**src/rtl/tmr_chan_pkg.sv**
```systemverilog
package tmr_chan_pkg;

    typedef enum logic [1:0] {
        FF_HOLD = 2'd0,
        FF_SET  = 2'd1,
        FF_CLR  = 2'd2
    } ff_act_e;

    typedef struct packed {
        logic hit_a;
        logic hit_b;
    } cmp_hit_t;

    // B wins over A; polarity swaps set/clear roles
    function automatic ff_act_e pick_act(cmp_hit_t h, logic p);
        if (h.hit_b) return p ? FF_CLR : FF_SET;
        if (h.hit_a) return p ? FF_SET : FF_CLR;
        return FF_HOLD;
    endfunction

    function automatic logic edge_seen(logic now_v, logic prev_v, logic p);
        return p ? (now_v & ~prev_v) : (~now_v & prev_v);
    endfunction

endpackage

```
**src/rtl/tmr_prescale.sv**
```systemverilog
module tmr_prescale #(
    parameter int PRE_W = 2
) (
    input  logic             clk,
    input  logic             rst,
    input  logic [PRE_W-1:0] div_sel,
    output logic             tick
);
    logic [PRE_W-1:0] div_q;

    assign tick = (div_q >= div_sel);

    always_ff @(posedge clk) begin
        if (rst)       div_q <= '0;
        else if (tick) div_q <= '0;
        else           div_q <= div_q + 1'b1;
    end


    div_range_chk: assert property (@(posedge clk) disable iff (rst)
        !tick |=> div_q == $past(div_q) + 1'b1);

endmodule

```
**src/rtl/tmr_count_cmp.sv**
```systemverilog
module tmr_count_cmp
    import tmr_chan_pkg::*;
#(
    parameter int CNT_W = 8
) (
    input  logic             clk,
    input  logic             rst,
    input  logic             tick,
    input  logic             cmp_en,
    input  logic [CNT_W-1:0] cmp_a,
    input  logic [CNT_W-1:0] cmp_b,
    output logic [CNT_W-1:0] cnt,
    output cmp_hit_t         hit
);
    always_ff @(posedge clk) begin
        if (rst)       cnt <= '0;
        else if (tick) cnt <= cnt + 1'b1;
    end

    always_comb begin
        hit.hit_a = cmp_en && tick && (cnt == cmp_a);
        hit.hit_b = cmp_en && tick && (cnt == cmp_b);
    end


    cnt_hold_chk: assert property (@(posedge clk) disable iff (rst)
        !tick |=> $stable(cnt));


    cnt_step_chk: assert property (@(posedge clk) disable iff (rst)
        tick |=> cnt == CNT_W'($past(cnt) + 1'b1));

endmodule

```
**src/rtl/tmr_outff.sv**
```systemverilog
module tmr_outff
    import tmr_chan_pkg::*;
(
    input  logic     clk,
    input  logic     rst,
    input  logic     pol,
    input  cmp_hit_t hit,
    output logic     ff_q
);
    ff_act_e act;

    assign act = pick_act(hit, pol);

    always_ff @(posedge clk) begin
        if (rst) ff_q <= pol;
        else begin
            case (act)
                FF_SET:  ff_q <= 1'b1;
                FF_CLR:  ff_q <= 1'b0;
                default: ff_q <= ff_q;
            endcase
        end
    end


    b_wins_chk: assert property (@(posedge clk) disable iff (rst)
        hit.hit_b |=> ff_q == !$past(pol));


    a_only_chk: assert property (@(posedge clk) disable iff (rst)
        (hit.hit_a && !hit.hit_b) |=> ff_q == $past(pol));

endmodule

```
**src/rtl/tmr_capture.sv**
```systemverilog
module tmr_capture
    import tmr_chan_pkg::*;
#(
    parameter int CNT_W = 8
) (
    input  logic             clk,
    input  logic             rst,
    input  logic             cap_en,
    input  logic             pol,
    input  logic             cap_in,
    input  logic             clr,
    input  logic [CNT_W-1:0] cnt,
    output logic [CNT_W-1:0] cap_val,
    output logic             flag
);
    logic prev_q;
    logic hit_edge;

    assign hit_edge = cap_en && edge_seen(cap_in, prev_q, pol);

    always_ff @(posedge clk) begin
        if (rst) begin
            prev_q  <= 1'b0;
            cap_val <= '0;
            flag    <= 1'b0;
        end else begin
            prev_q <= cap_in;
            if (hit_edge) begin
                cap_val <= cnt;
                flag    <= 1'b1;
            end else if (clr) begin
                flag <= 1'b0;
            end
        end
    end


    cap_latch_chk: assert property (@(posedge clk) disable iff (rst)
        hit_edge |=> flag && cap_val == $past(cnt));


    flag_clr_chk: assert property (@(posedge clk) disable iff (rst)
        (clr && !hit_edge) |=> !flag);


    cap_idle_chk: assert property (@(posedge clk) disable iff (rst)
        !cap_en |=> $stable(cap_val));

endmodule

```
**src/rtl/tmr_chan.sv**
```systemverilog
module tmr_chan
    import tmr_chan_pkg::*;
#(
    parameter int CNT_W = 8,
    parameter int PRE_W = 2,
    parameter int DIS_N = 4,
    localparam int SEL_W = $clog2(DIS_N)
) (
    input  logic             clk,
    input  logic             rst,
    input  logic [PRE_W-1:0] pre_sel,
    input  logic             pol,
    input  logic             cap_mode,
    input  logic [CNT_W-1:0] cmp_a,
    input  logic [CNT_W-1:0] cmp_b,
    input  logic             cap_in,
    input  logic [DIS_N-1:0] dis_in,
    input  logic [SEL_W-1:0] dis_sel,
    input  logic             dis_en,
    input  logic             flag_clr,
    output logic             out_pin,
    output logic [CNT_W-1:0] cap_val,
    output logic             flag
);
    logic             tick;
    logic [CNT_W-1:0] cnt;
    cmp_hit_t         hit;
    logic             ff_q;
    logic             gate_on;

    tmr_prescale #(.PRE_W(PRE_W)) u_pre (
        .clk(clk), .rst(rst), .div_sel(pre_sel), .tick(tick)
    );

    tmr_count_cmp #(.CNT_W(CNT_W)) u_cnt (
        .clk(clk), .rst(rst), .tick(tick), .cmp_en(!cap_mode),
        .cmp_a(cmp_a), .cmp_b(cmp_b), .cnt(cnt), .hit(hit)
    );

    tmr_outff u_ff (
        .clk(clk), .rst(rst), .pol(pol), .hit(hit), .ff_q(ff_q)
    );

    tmr_capture #(.CNT_W(CNT_W)) u_cap (
        .clk(clk), .rst(rst), .cap_en(cap_mode), .pol(pol), .cap_in(cap_in),
        .clr(flag_clr), .cnt(cnt), .cap_val(cap_val), .flag(flag)
    );

    assign gate_on = dis_en && dis_in[dis_sel];
    assign out_pin = gate_on ? pol : ff_q;


    ff_frozen_chk: assert property (@(posedge clk) disable iff (rst)
        cap_mode |=> $stable(ff_q));

endmodule

```
**config.mk**
```make
export PLATFORM = sky130hd
export DESIGN_NAME = tmr_chan
export DESIGN_NICKNAME = d
export VERILOG_FILES = /design/src/rtl/tmr_chan_pkg.sv /design/src/rtl/tmr_prescale.sv /design/src/rtl/tmr_count_cmp.sv /design/src/rtl/tmr_outff.sv /design/src/rtl/tmr_capture.sv /design/src/rtl/tmr_chan.sv
export SDC_FILE = /design/constraint.sdc
export NUM_CORES = 1
export LEC_CHECK = 0
export BUFFER_PORTS_ARGS = -buffer_cell sky130_fd_sc_hd__buf_4
export CORE_MARGIN = 10
export CORE_UTILIZATION = 36
export DETAILED_ROUTE_END_ITERATION = 7
export SLEW_MARGIN = 20
export SYNTH_ARGS = -nofsm -noshare
export SYNTH_HDL_FRONTEND = slang
export SYNTH_SLANG_ARGS = --single-unit
export TNS_END_PERCENT = 50
```
**constraint.sdc**
```tcl
create_clock -name clk -period 1.7 [get_ports clk]
set_input_delay 0.085 -clock clk [delete_from_list [all_inputs] [get_ports clk]]
set_output_delay 0.085 -clock clk [all_outputs]
set_load 0.02 [all_outputs]
```
Word-level counts from Yosys, hierarchy flattened
Index checks and enable logic that the tools add are counted.
{"block": "op_classes", "reduce_logical": 9, "n_bitwise": 4, "addsub": 2, "order_cmp": 2, "mux": 17, "eq_ne": 4}
{"cell": "$eq A8 B8 Y1", "n": 2}
{"cell": "$mux W2", "n": 6}
{"cell": "$mux W1", "n": 9}
{"cell": "$add A8 B1 Y8 const B", "n": 1}
{"cell": "$logic_and A1 B1 Y1", "n": 5}
{"cell": "$lt A2 B3 Y1 const B", "n": 1}
{"cell": "$reduce_bool A3 Y1", "n": 1}
{"cell": "$add A2 B1 Y2 const B", "n": 1}
{"cell": "$and A1 B1 Y1", "n": 2}
{"cell": "$bmux W1 S2", "n": 1}
{"cell": "$eq A2 B1 Y1 const B", "n": 1}
{"cell": "$eq A2 B2 Y1 const B", "n": 1}
{"cell": "$ge A2 B2 Y1", "n": 1}
{"cell": "$not A1 Y1", "n": 2}
{"cell": "$pmux W1 S2", "n": 1}
{"cell": "$reduce_bool A2 Y1", "n": 1}
{"cell": "$reduce_or A2 Y1", "n": 1}
{"cell": "$logic_not A1 Y1", "n": 1}
{"block": "word_totals", "input_bits": 31, "regBits": 21, "out_inout_bits": 10}

Longest topological paths before layout
{"block": "depth", "depth_word": 10, "depth_mapped": 7, "ltp_nobuf": 7}

Cells and area by module
Synthesis repeated with hierarchy kept, for this count alone.
{"block": "hier_totals", "hier_cells": 125, "hier_area_um2": 1224.9}
{"module": "tmr_count_cmp", "area_each_um2": 533.0, "instances": 1, "cells_each": 63}
{"module": "tmr_capture", "area_each_um2": 465.4, "instances": 1, "cells_each": 41}
{"module": "tmr_prescale", "area_each_um2": 127.6, "instances": 1, "cells_each": 11}
{"module": "tmr_outff", "area_each_um2": 57.6, "instances": 1, "cells_each": 6}
{"module": "tmr_chan", "area_each_um2": 41.3, "instances": 1, "cells_each": 4}

Least setup slack after synthesis
No wires, ideal clock.
{"block": "synth_path", "path_type": "register to register", "start": "register u_pre.div_q[0]", "end": "register u_ff.ff_q, data pin", "t_arrival_ps": 1379, "path_buffers": 0, "path_slack_ps": 154, "stages_incl_launch_ff": 8, "synth_period_minus_slack_ps": 1546, "path_cell_list": "dfxtp_1 > inv_1 > ha_1 > nand2b_4 > a21oi_2 > nor2_1 > and4b_1 > a221oi_2"}
{"block": "synth_via", "elab_chain_cells": 10, "word_cells_on_any_way": 14, "cone_classes": "1 x order compare; 2 x eq/ne; 8 x mux; 3 x reduce/logical"}
{"element": "from (decl)", "line_no": "tmr_prescale.sv:9", "text": "logic [PRE_W-1:0] div_q;"}
{"element": "from (signal assigned)", "line_no": "tmr_prescale.sv:16", "text": "else div_q <= div_q + 1'b1;"}
{"element": "$ge A2 B2 Y1 *", "line_no": "tmr_prescale.sv:11", "text": "assign tick = (div_q >= div_sel);"}
{"element": "$logic_and A1 B1 Y1 *", "line_no": "tmr_count_cmp.sv:21, tmr_count_cmp.sv:22"}
{"element": "$logic_and A1 B1 Y1", "line_no": "tmr_count_cmp.sv:21", "text": "hit.hit_a = cmp_en && tick && (cnt == cmp_a);"}
{"element": "$mux W1 (2 in series)", "line_no": "tmr_chan_pkg.sv:17", "text": "if (h.hit_a) return p ? FF_SET : FF_CLR;"}
{"element": "$mux W2", "line_no": "tmr_chan_pkg.sv:18", "text": "return FF_HOLD;"}
{"element": "$mux W2 *", "line_no": "tmr_chan_pkg.sv:17"}
{"element": "$eq A2 B2 Y1 or $eq A2 B1 Y1 (tied branches)", "line_no": "tmr_outff.sv:17", "text": "case (act)"}
{"element": "$pmux W1 S2 *", "line_no": "tmr_outff.sv:17"}
{"element": "$mux W1 *", "line_no": "tmr_outff.sv:15", "text": "if (rst) ff_q <= pol;"}
{"element": "to (signal assigned)", "line_no": "tmr_outff.sv:15"}
{"element": "to (signal assigned)", "line_no": "tmr_outff.sv:20", "text": "default: ff_q <= ff_q;"}
{"element": "to (decl)", "line_no": "tmr_outff.sv:8", "text": "output logic ff_q"}
Mark *: on every way between the ends. The rest lies on a longest branch, timed or not. The select of a mux whose other input is x is not followed.
A chain may end at the register's enable or synchronous reset.

Worst setup path in the final report
Same ends and word-level chain as after synthesis.

==> flow_summary.yaml <==
hold_path:
  min_to: "u_cap.prev_q"
  min_from: "cap_in"
  hold_path_depth: 2
  hold_class: "primary input to flop"
setup_path:
  start_kind: "flop"
  cp.arrival_ns: 1.71
  cp_top_family: "simple AND/OR/NAND/NOR gates"
  cp-end-kind: "flop"
  crit_chain: "inv_1 -> ha_1 -> nand2b_4 -> a21oi_4 -> nor2_1 -> and4b_1 -> a221oi_2"
  worst-path-buf-inv: 1
  r2r_cells: 7
  slowest_stage: "dfxtp_2"
  max_stage_delay_ns: 0.37
  reg2reg_slack_ns: 0.13
  worstPathRequired_ns: 1.84
  regToRegStartpoint: "u_pre.div_q[0]"
  cp_max_fo: 5
  r2r_end: "u_ff.ff_q"
  critPathKind: "flop to flop"
  cp-startpoint: "u_pre.div_q[0]"
placement:
  gp_congestion: 0.782
  pre_cts_slack_ns: -0.00703
  dp.cells: 203
  hpwl_um: 2310
  io_buffers: 40
detailed_routing:
  wire_per_inst_um: 13.6
  viasPerCell: 4.73
  vias: 983
  drcViolationCount: 0
  drt_iter0_drc: 36
  drt-pass1-iter-count: 4
  wl_um: 2830
  ant_nets: 0
global_route:
  grt_use_total: 0.0959
  grt_max_degree: 24
  grt.overflow.total: 0
  antenna_found_initial: 0
  grt_first_pass_wirelength_um: 4700
  grt_pass1_vias: 990
synth:
  syn-instance-count: 122
  synth.mux.area_fraction: 0.0908
  synth_fp_nets: 156
  yosys-top-cells-area: "dfxtp_1, xnor2_1, mux2i_1"
  netlist.area_leader.share: 0.354
  ys.flop_type: "dfxtp_1"
  synth-edff-count: 1
  ys_seq_elements: 21
  synthTopCellsByCount: "dfxtp_1, xnor2_1, nor2_1"
  synth_top_family_by_area: "simple AND/OR/NAND/NOR gates"
  synthAdderAreaFrac: 0.0332
  syn_area_per_cell_um2: 9.26
  synth_area_um2: 1130
  synth.distinct_cells: 32
  ys_warn_count: 0
  yosys.area_share.simple: 0.209
  synth_compound_area_frac: 0.0587
  synth_xor_area_frac: 0.178
  seq_area_frac_synth: 0.381
  synth-async-reset-ratio: 0
  yosys.area.top_type: "dfxtp_1"
sta:
  finalSetupViolations: 0
  max_freq_ghz: 0.638
  timing.hold.ws_ns: 0.0176
  layout_min_cycle_time_ns: 1.57
  timing_hold_violations_final: 0
  worst_slack_ns: 0.133
  fin_setup_tns_ns: 0
  worst_pin_slew_ns: 0.319
  fin_crit_sh: 0.922
  slew_headroom: 0.786
  skew_ns: 0.00276
  rsz0062_at_grt: "no"
  slew_violations: 0
pwr:
  combPwrFrac: 0.262
  p_int_mw: 0.768
  report.power.total_mw: 1.07
  irDropWorstVdd_uv: 347
  p_leak_nw: 0.671
  switching_power_mw: 0.303
  swShare: 0.283
  power_density_nw_per_um2: 707
  seq_power_share: 0.513
  power_frac_clock: 0.225
floorplan:
  fp-row-count: 20
  die_width_um: 76.0
  core_um2: 3030
  initial_utilization: 0.373
  io_pins: 41
  fp.dieH_um: 76.0
  dieArea_um2: 5780
clock_network:
  cts_max_level: 1
  hold_buffers: 0
  cts.sinks: 21
  cts_root_buf: "clkbuf_4"
  tritoncts: "yes"
  cts_buffers: 3
  clk_pin_slew_ns: 0.12
  clkLatencyLatePin_ns: 0.30
  clk_path_buf_depth: 2
outcome:
  status: "finished, final reports clean"
finish:
  nets: 199
  area_growth_pct: 34.1
  n_antenna_cell: 0
  fillers: 317
  drive_gt1_frac: 0.335
  fin_cells: 208
  multi_input_area_um2: 652
  register_area_um2: 432
run:
  drv_cap: 0
## layout by cell type, fill, tap and decap left out, types with 2 or more instances in the layout
master	count
buf_4	45
xnor2_1	20
nor2_1	19
dfxtp_1	19
mux2i_1	8
nand2_1	7
nand4_1	6
o21ai_0	4
inv_1	3
nor3_1	3
xor2_1	3
a21oi_1	3
ha_1	3
clkbuf_4	3
nand2b_1	2
## worst reg2reg max path, delay by kind of cell (launching register included)
family                   cells  cell delay [ns]
AND/OR/NAND/NOR              3             0.40
flip-flops                   1             0.37
AO/OA/AOI/OAI                2             0.33
adder cells (fa/ha/maj)      1             0.26
buffers and inverters        1             0.04
## routing by layer
layer | GRT usage | routed length, um | share of wire | vias to the layer above
met5 | 0 | 0 | 0 | -
met4 | 0.0284 | 19 | 0.0067 | 0
met3 | 0.0189 | 92 | 0.032 | 2
met2 | 0.174 | 1500 | 0.53 | 22
met1 | 0.109 | 1220 | 0.43 | 463
li1 | - | - | - | 496
## worst max-delay path by stage
stage                endpoint  cells after the start
floorplan           u_ff.ff_q                      7
global placement    u_ff.ff_q                      7
detailed placement  u_ff.ff_q                      7
CTS                 u_ff.ff_q                      7
global route        u_ff.ff_q                      7
finish              u_ff.ff_q                      7
## power by group through the flow
stage          Clock, mW  Sequential [mW]  Combinational, mW
6_report           0.241            0.549              0.281
5_1_grt            0.271            0.552              0.308
4_1_cts            0.252            0.549              0.275
3_5_place_dp           0            0.560              0.267
3_3_place_gp           0            0.559              0.260
2_1_floorplan          0            0.552              0.170
## area by class of cell
cell class | instances | share of cell area
Multi-Input combinational cell | 91 | 0.430
Sequential cell | 21 | 0.285
Inverter | 3 | 0.00743
Clock inverter | 1 | 0.00330
Clock buffer | 3 | 0.0149
Tap cell | 44 | 0.0363
Timing Repair Buffer | 45 | 0.223
## cells by family after synthesis
group                    count (synthesis)
AO/OA/AOI/OAI                           10
XOR/XNOR                                23
adder cells (fa/ha/maj)                  3
buffers and inverters                   10
flip-flops                              21
multiplexers                             9
AND/OR/NAND/NOR                         46
## sequential cells by signal, summed over array words and instances (netlist names)
| register | cells |
|---|---|
| u_cap.prev_q | 1 |
| u_cap.cap_val | 8 |
| u_cnt.cnt | 8 |
| u_pre.div_q | 2 |
| u_ff.ff_q | 1 |
| u_cap.flag | 1 |
## metrics by stage
step / instance area [um^2] / util
after global routing: 1520 / 0.500
after detailed placement: 1470 / 0.486
final: 1520 / 0.500
after global placement: 1470 / 0.486
after floorplan: 1130 / -
after CTS: 1510 / 0.498
## what timing repair did
action / 4_1_cts / 5_1_grt
resized for setup: 1 / 1
buffers inserted: 0 / 1
endpoints found under the setup margin: 2 / 2
pin swaps: 0 / 1
endpoints found under the hold margin: 0 / 0
Note: power is estimated with default switching activity, not from simulation.
